`config.mk`:
```
export PLATFORM = sky130hd
export DESIGN_NAME = pscan_unit
export DESIGN_NICKNAME = d
export VERILOG_FILES = /design/src/rtl/scan_pkg.sv /design/src/rtl/scan_cap_mask.sv /design/src/rtl/scan_chain_core.sv /design/src/rtl/scan_pin_mux.sv /design/src/rtl/pscan_unit.sv
export SDC_FILE = /design/constraint.sdc
export NUM_CORES = 1
export LEC_CHECK = 0
export BUFFER_PORTS_ARGS = -buffer_cell sky130_fd_sc_hd__buf_2
export CORE_ASPECT_RATIO = 1.1
export CORE_MARGIN = 5
export CORE_UTILIZATION = 28
export CTS_CLUSTER_DIAMETER = 150
export CTS_CLUSTER_SIZE = 8
export DETAILED_ROUTE_END_ITERATION = 12
export GPL_ROUTABILITY_DRIVEN = 0
export PLACE_DENSITY = 0.54
export SYNTH_ARGS = -nofsm -noshare
export SYNTH_HDL_FRONTEND = slang
export SYNTH_SLANG_ARGS = --single-unit
```
`constraint.sdc`:
```
create_clock -name clk -period 7.2 [get_ports clk]
set_clock_uncertainty 0.1 [all_clocks]
set_input_delay 0.72 -clock clk [delete_from_list [all_inputs] [get_ports clk]]
set_output_delay 0.72 -clock clk [all_outputs]
set_load 0.02 [all_outputs]
```
`src/rtl/scan_pkg.sv`:
```
package scan_pkg;
    typedef enum logic {
        PIN_FUNC = 1'b0,
        PIN_SCAN = 1'b1
    } pin_src_e;
endpackage

```
`src/rtl/scan_cap_mask.sv`:
```
module scan_cap_mask #(
    parameter int LEN   = 67,
    parameter int RSV_A = 56,
    parameter int RSV_B = 57
) (
    input  logic [LEN-1:0] raw_i,
    output logic [LEN-1:0] masked_o
);
    for (genvar g = 0; g < LEN; g++) begin : g_pos
        if ((g + 1 == RSV_A) || (g + 1 == RSV_B)) begin : g_rsv
            assign masked_o[g] = 1'b0;
        end else begin : g_live
            assign masked_o[g] = raw_i[g];
        end
    end
endmodule

```
`src/rtl/scan_chain_core.sv`:
```
module scan_chain_core #(
    parameter int LEN   = 67,
    parameter int RSV_A = 56,
    parameter int RSV_B = 57
) (
    input  logic           clk,
    input  logic           rst_n,
    input  logic           scan_en,
    input  logic           capture,
    input  logic           shift,
    input  logic [LEN-1:0] load_i,
    output logic           head_o,
    output logic           oe_o
);
    typedef struct packed {
        logic [LEN-1:0] chain;
        logic           oe;
    } core_st_t;

    core_st_t st_d, st_q;
    logic     clr_n;

    assign clr_n = rst_n & scan_en;

    always_comb begin
        st_d    = st_q;
        st_d.oe = 1'b1;
        if (capture) begin
            st_d.chain = load_i;
        end else if (shift) begin
            st_d.chain = {1'b0, st_q.chain[LEN-1:1]};
        end
    end

    always_ff @(posedge clk or negedge clr_n) begin
        if (!clr_n) begin
            st_q <= '0;
        end else begin
            st_q <= st_d;
        end
    end

    assign head_o = st_q.chain[0];
    assign oe_o   = st_q.oe;

    // scan output-enable never seen set while scan mode is off
    a_r8_oe_cleared: assert property (@(posedge clk) disable iff (!rst_n)
        !scan_en |-> !oe_o);
    // capture wins over shift, bit 1 at head next cycle
    a_r3_capture_prio: assert property (@(posedge clk) disable iff (!clr_n)
        (capture && shift) |=> (head_o == $past(load_i[0])));
    // a shift brings the former second position to the head
    a_r4_shift_step: assert property (@(posedge clk) disable iff (!clr_n)
        (shift && !capture) |=> (head_o == $past(st_q.chain[1])));
    // far end filled with zero on every shift
    a_r6_zero_fill: assert property (@(posedge clk) disable iff (!clr_n)
        (shift && !capture) |=> (st_q.chain[LEN-1] == 1'b0));
    // reserved positions empty right after capture
    a_r5_reserved: assert property (@(posedge clk) disable iff (!clr_n)
        capture |=> (st_q.chain[RSV_A-1] == 1'b0 && st_q.chain[RSV_B-1] == 1'b0));
    // no strobe means the head holds
    a_r7_hold: assert property (@(posedge clk) disable iff (!clr_n)
        (!capture && !shift && oe_o) |=> $stable(head_o));
endmodule

```
`src/rtl/scan_pin_mux.sv`:
```
module scan_pin_mux
    import scan_pkg::*;
(
    input  logic clk,
    input  logic rst_n,
    input  logic scan_en,
    input  logic scan_oe,
    input  logic scan_bit,
    input  logic func_strobe,
    input  logic func_strobe_oe,
    input  logic mirror_req,
    output logic strobe_pin,
    output logic strobe_oe,
    output logic mirror_on
);
    pin_src_e src;

    assign src = scan_oe ? PIN_SCAN : PIN_FUNC;

    always_comb begin
        case (src)
            PIN_SCAN: begin
                strobe_pin = scan_bit;
                strobe_oe  = 1'b1;
            end
            default: begin
                strobe_pin = func_strobe;
                strobe_oe  = func_strobe_oe;
            end
        endcase
        mirror_on = mirror_req & ~scan_en;
    end

    // mirroring forced off in scan mode
    a_r10_mirror_off: assert property (@(posedge clk) disable iff (!rst_n)
        scan_en |-> !mirror_on);
    // pin enabled whenever the scan path owns it
    a_r9_pin_driven: assert property (@(posedge clk) disable iff (!rst_n)
        scan_oe |-> (strobe_oe && strobe_pin == scan_bit));
endmodule

```
`src/rtl/pscan_unit.sv`:
```
module pscan_unit #(
    parameter int LEN   = 67,
    parameter int RSV_A = 56,
    parameter int RSV_B = 57
) (
    input  logic           clk,
    input  logic           rst_n,
    input  logic           scan_en,
    input  logic           capture,
    input  logic           shift,
    input  logic [LEN-1:0] pins_in,
    input  logic           func_strobe,
    input  logic           func_strobe_oe,
    input  logic           mirror_req,
    output logic           strobe_pin,
    output logic           strobe_oe,
    output logic           mirror_on
);
    logic [LEN-1:0] load_w;
    logic           head_w;
    logic           oe_w;

    scan_cap_mask #(.LEN(LEN), .RSV_A(RSV_A), .RSV_B(RSV_B)) u_mask (
        .raw_i   (pins_in),
        .masked_o(load_w)
    );

    scan_chain_core #(.LEN(LEN), .RSV_A(RSV_A), .RSV_B(RSV_B)) u_core (
        .clk    (clk),
        .rst_n  (rst_n),
        .scan_en(scan_en),
        .capture(capture),
        .shift  (shift),
        .load_i (load_w),
        .head_o (head_w),
        .oe_o   (oe_w)
    );

    scan_pin_mux u_mux (
        .clk           (clk),
        .rst_n         (rst_n),
        .scan_en       (scan_en),
        .scan_oe       (oe_w),
        .scan_bit      (head_w),
        .func_strobe   (func_strobe),
        .func_strobe_oe(func_strobe_oe),
        .mirror_req    (mirror_req),
        .strobe_pin    (strobe_pin),
        .strobe_oe     (strobe_oe),
        .mirror_on     (mirror_on)
    );
endmodule

```
==> results.tsv, run 1 <==
metric	value	unit
status	finished clean	
worst path cell trace	buf_2, mux2_2, buf_2	
first-pass GRT wire length	10.6	mm
pin count of the biggest net entering global routing	71	
diode count	0	
Net Sw Power	224	uW
Peak supply drop	0.118	mV
fin nets	433	
Final Hold Vio Count	0	
CTS tree	built	
die area	0.0135	sq mm
CTS Buffer Depth	2	
CP max stage delay	0.25	ns
htree depth	3	
io pins	78	
Slowest cell on crit path	mux2_2	
Yosys top cell by area	dfrtp_1	
syn_area_per_cell	10.8	sq um
First DRT Iteration DRCs	100	
DRC Markers	0	
clk sinks	68	
total track usage	9.69	%
DR vias	2190	
Initial Util	28.7	%
CP arrival	1.23	ns
Cell variety after synth	17	
final core occ	35.0	%
# hold bufs at CTS	0	
Worst-Skew Late Latency	0.32	ns
number of synthesized register bits	68	
Max-Cap Viols	0	
mapped cell area	0.00316	sq mm
Post-CTS Setup Inserts	0	
Finished Cell Area	0.00385	sq mm
port bufs	75	
Tmin final	2.05	ns
most frequent cell on the critical path	buf_2	
slew of the pin with the lowest slew margin	1.10	ns
final setup TNS	0	ns
Post-Syn Instances	293	
crit end category	primary output	
synth top area cells	dfrtp_1 (54%), mux2i_1 (21%), nand2_1 (7.6%), o21ai_0 (5.9%), o21ai_1 (4.3%)	
switch share	22.6	%
final setup fails	0	
Post-Layout Cell Count	509	
Power Total	993	uW
Relative slew margins	26.6	%
Hold Path Class	reg2reg	
internal power	769	uW
initial antenna violation count	0	
Fmax	487	MHz
Seq pwr share	44.5	%
clock power share	44.5	%
post-DP HPWL	4.09	mm
Final period util	28.5	%
Lkg Pwr	1.94	nW
pre-CTS setup slack	4.83	ns
num rows	40	
met3 Use GR	2.79	%
Clock Pin Slew Worst Setup and Hold Paths	0.05	ns
TritonRoute pass-1 iters	4	
Post-DRT Antenna Nets	0	
GR Util met2	15.1	%
Seq/Total Area, Yosys	53.8	%
die width	111	microns
post-CTS resize count	0	
Synth-to-Final Area Change	21.9	%
Area after DPL	0.00355	sq mm
worst setup margin	5.15	ns
pwr dens	258	mW/mm^2
grt peak-use layer	met2	
area of the core	0.0110	sq mm
RSZ-0062 raised after global routing	no	
max-slew violation count	0	
clock root buffer	clkbuf_16	
Die Height	121	microns
Max Fanout on Critical Path	1	
fraction of layout cells with a size suffix above 1	25.4	%
per-cell routed wire length	12.2	microns
cts bufs inserted	9	
final WL	6.21	mm
Overflow after GRT	0	
share of the synthesized area in the top cell type	53.8	%
worst hold slack	0.402	ns
GRT met1 Usage	12.0	%
yosys warns	0	
Logic pwr share	11.0	%
startpoint types	input port	
Worst EP required	6.38	ns
Setup Crit Path Kind	in2out	
Post-Synthesis Net Count	368	
via/cell ratio	4.30	
Placed Instances	494	
vias in the first global route	2324	
## power groups by stage
stage / Sequential (mW) / Combinational (mW) / Clock, mW
after detailed placement: 0.448 / 0.113 / 0
after floorplan: 0.441 / 0.0851 / 0
after CTS: 0.442 / 0.113 / 0.460
after global placement: 0.447 / 0.110 / 0
after global routing: 0.446 / 0.128 / 0.475
final: 0.441 / 0.109 / 0.442
## cell families after synthesis
logic type	after synthesis	synth area share (%)
compound gates	65	10.4
buf+inv	22	5.86
other cells	1	0.119
flops	68	53.8
simple gates	70	8.55
mux	67	21.3
## routing by layer
layer | up-vias | share of wire [%]
met3 | 11 | 4.6
met2 | 46 | 46
met5 | - | 0
met1 | 1002 | 47
met4 | 0 | 2.4
li1 | 1131 | -
## worst paths after layout
check | startpoint | to | slack (ns) | depth (start not counted)
setup reg to reg | u_core.st_q[63] | u_core.st_q[62] | 6.33 | 2
max in group asynchronous | scan_en | u_core.st_q[13] | 5.86 | 2
min in group asynchronous | rst_n | u_core.head_o | 0.53 | 2
hold reg to reg | u_core.st_q[67] | u_core.st_q[67] | 0.40 | 1
setup / recovery | func_strobe | strobe_pin | 5.15 | 3
hold / removal | u_core.st_q[67] | u_core.st_q[67] | 0.40 | 1
## cells in the mapped netlist
cell type / count
and2_1: 1
buf_6: 3
o21ai_0: 37
nor2_1: 3
nor2b_1: 1
a22o_1: 1
buf_12: 4
mux2_2: 1
o21ai_1: 27
mux2i_1: 66
nand2_1: 64
or2_2: 1
buf_2: 9
clkbuf_1: 5
buf_4: 1
conb_1: 1
dfrtp_1: 68
## sequential cells by signal (all words and copies together) (netlist names)
name / count
u_core.head_o: 1
u_core.oe_o: 1
u_core.st_q: 66
## critical path: cells and delay by family
family	cells	cell delay, ns
buf+inv	2	0.26
mux	1	0.25
## area by class of cell
class	instances	area, sq um
clock buffers	14	274
clock inverters	1	30.0
fillers	1154	7160
multi-input cells	203	1280
flip-flops and latches	68	1700
well taps	147	184
repair buffers	76	388
## layout by cell type (no fill, tap or decap), drive strengths merged
cell	instances
or2	1
o21ai	64
bufinv	1
nand2	64
clkbuf	14
a22o	1
buf	76
mux2i	66
and2	1
nor2	3
dfrtp	68
mux2	1
nor2b	1
conb	1
(Power assumes the default switching activity.)
==> inputs of run 2 (changes only) <==
==> constraint.sdc (replaced) <==
create_clock -name clk -period 1.9 [get_ports clk]
set_clock_uncertainty 0.1 [all_clocks]
set_input_delay 0.19 -clock clk [delete_from_list [all_inputs] [get_ports clk]]
set_output_delay 0.19 -clock clk [all_outputs]
set_load 0.02 [all_outputs]
==> run 2 against run 1 <==
Routed wire length is 8.8% higher. Critical endpoint unchanged. Combinational power grew to 4.9 times the previous value. Critical path depth is 1 lower. Cell count is 14% higher.
==> results.tsv, run 2 (synthesis gave the netlist of run 1 again) <==
metric	value	unit	change
status	finished clean		
most frequent cells in the layout	buf_2 (73), dfrtp_1 (68), dlygate4sd3_1 (67), mux2i_1 (66), nand2_1 (64)		
worst setup margin	0.477	ns	-4.67 ns
Fmax	703	MHz	
Die Height	121	microns	unchanged
fin nets	505		+17%
Final period util	74.9	%	
initial antenna violation count	0		unchanged
pre-CTS setup slack	0.624	ns	-4.21 ns
commonest non-fill, non-tap cell in the layout	buf_2		
vias in the first global route	2716		+17%
Clock Pin Slew Worst Setup and Hold Paths	0.05	ns	about the same
Worst EP required	1.61	ns	-4.77 ns
final WL	6.76	mm	+8.8%
RSZ-0062 raised after global routing	no		
First DRT Iteration DRCs	70		-30%
post-CTS resize count	0		unchanged
CP arrival	1.13	ns	-0.10 ns
Final Hold Vio Count	0		unchanged
Overflow after GRT	0		unchanged
final core occ	41.6	%	+6.6 points
Fillers	1092		-5.4%
footprint of the multi-input gates	0.00128	sq mm	unchanged
post-DP HPWL	4.28	mm	+4.6%
Finished Cell Area	0.00458	sq mm	+19%
pwr dens	810	mW/mm^2	+210%
final setup fails	0		unchanged
htree depth	3		unchanged
Post-DRT Antenna Nets	0		unchanged
io pins	78		unchanged
Initial Util	28.7	%	unchanged
fraction of layout cells with a size suffix above 1	22.4	%	-3.1 points
clk sinks	68		unchanged
Synth-to-Final Area Change	44.8	%	
cts bufs inserted	9		unchanged
max-slew violation count	0		unchanged
die area	0.0135	sq mm	unchanged
Lkg Pwr	2.25	nW	+16%
Worst-Skew Late Latency	0.32	ns	about the same
port bufs	75		unchanged
Post-Layout Cell Count	581		+14%
DRC Markers	0		unchanged
Max Fanout on Critical Path	2		+1
die width	111	microns	unchanged
final setup TNS	0	ns	unchanged
first-pass GRT wire length	12.2	mm	+15%
FF/Latch Area	0.00170	sq mm	unchanged
Tmin final	1.42	ns	
Setup Crit Path Kind	reg2out		
Placed Instances	499		+1.0%
reg2reg start	u_core.st_q[63]		
Area after DPL	0.00364	sq mm	+2.5%
CTS Buffer Depth	2		unchanged
Max-Cap Viols	0		unchanged
clock root buffer	clkbuf_16		
Reg with most FFs	u_core.st_q		
pin count of the biggest net entering global routing	68		-4.2%
startpoint types	flop		
num rows	40		unchanged
crit end category	primary output		
total track usage	11.0	%	+1.3 points
worst setup path startpoint	u_core.oe_o		
area of the core	0.0110	sq mm	unchanged
Peak supply drop	0.335	mV	+180%
Largest register FFs	66		unchanged
per-cell routed wire length	11.6	microns	-4.7%
DR vias	2463		+12%
Worst Hold Launch	capture		
Hold Path Class	in2reg		
TritonRoute pass-1 iters	4		unchanged
Post-CTS Setup Inserts	0		unchanged
CTS tree	built		
Power Total	3.71	mW	+270%
via/cell ratio	4.24		-1.5%
diode count	0		unchanged
worst hold slack	0.227	ns	-0.175 ns
-- run 2: path summary, 6_finish.rpt --
| kind | slack, ns | endpoint | depth (start not counted) |
|---|---|---|---|
| worst max register to register | 1.04 | u_core.st_q[62] | 2 |
| worst max-delay path | 0.48 | strobe_pin | 2 |
| min in group asynchronous | 0.37 | u_core.oe_o | 3 |
| worst min register to register | 0.40 | u_core.st_q[67] | 1 |
| max in group asynchronous | 0.78 | u_core.st_q[30] | 4 |
| worst min-delay path | 0.23 | u_core.st_q[34] | 3 |
-- run 2: critical path: stages (launching register included) --
cell	delay, ns
dfrtp_1	0.34
mux2_2	0.32
buf_2	0.16
-- run 2: per-layer routing --
metal | vias to the layer above | global-route usage [%] | wire (microns)
met5 | - | 0 | 0
met4 | 0 | 4.33 | 105
met3 | 10 | 3.49 | 313
met2 | 46 | 18.4 | 3400
met1 | 1135 | 13.0 | 2940
li1 | 1272 | - | -
-- run 2: timing repair --
action / CTS / global route
endpoints found under the hold margin: 94 / 0
hold buffers: 67 / 0
endpoints found under the setup margin: 0 / 0
-- run 2: final cells by class --
cell class / instances / area share, %
clock buffer: 13 / 5.68
timing repair buffer: 148 / 25.0
sequential: 68 / 37.2
clock inverter: 2 / 0.219
tap: 147 / 4.02
multi-input combinational: 203 / 27.9
-- run 2: where the power goes --
group / internal [mW] / switching (mW) / leakage [nW]
Clock: 0.942 / 0.555 / 0.135
Sequential: 1.60 / 0.0760 / 0.860
Combinational: 0.305 / 0.234 / 1.26
Total: 2.84 / 0.865 / 2.25
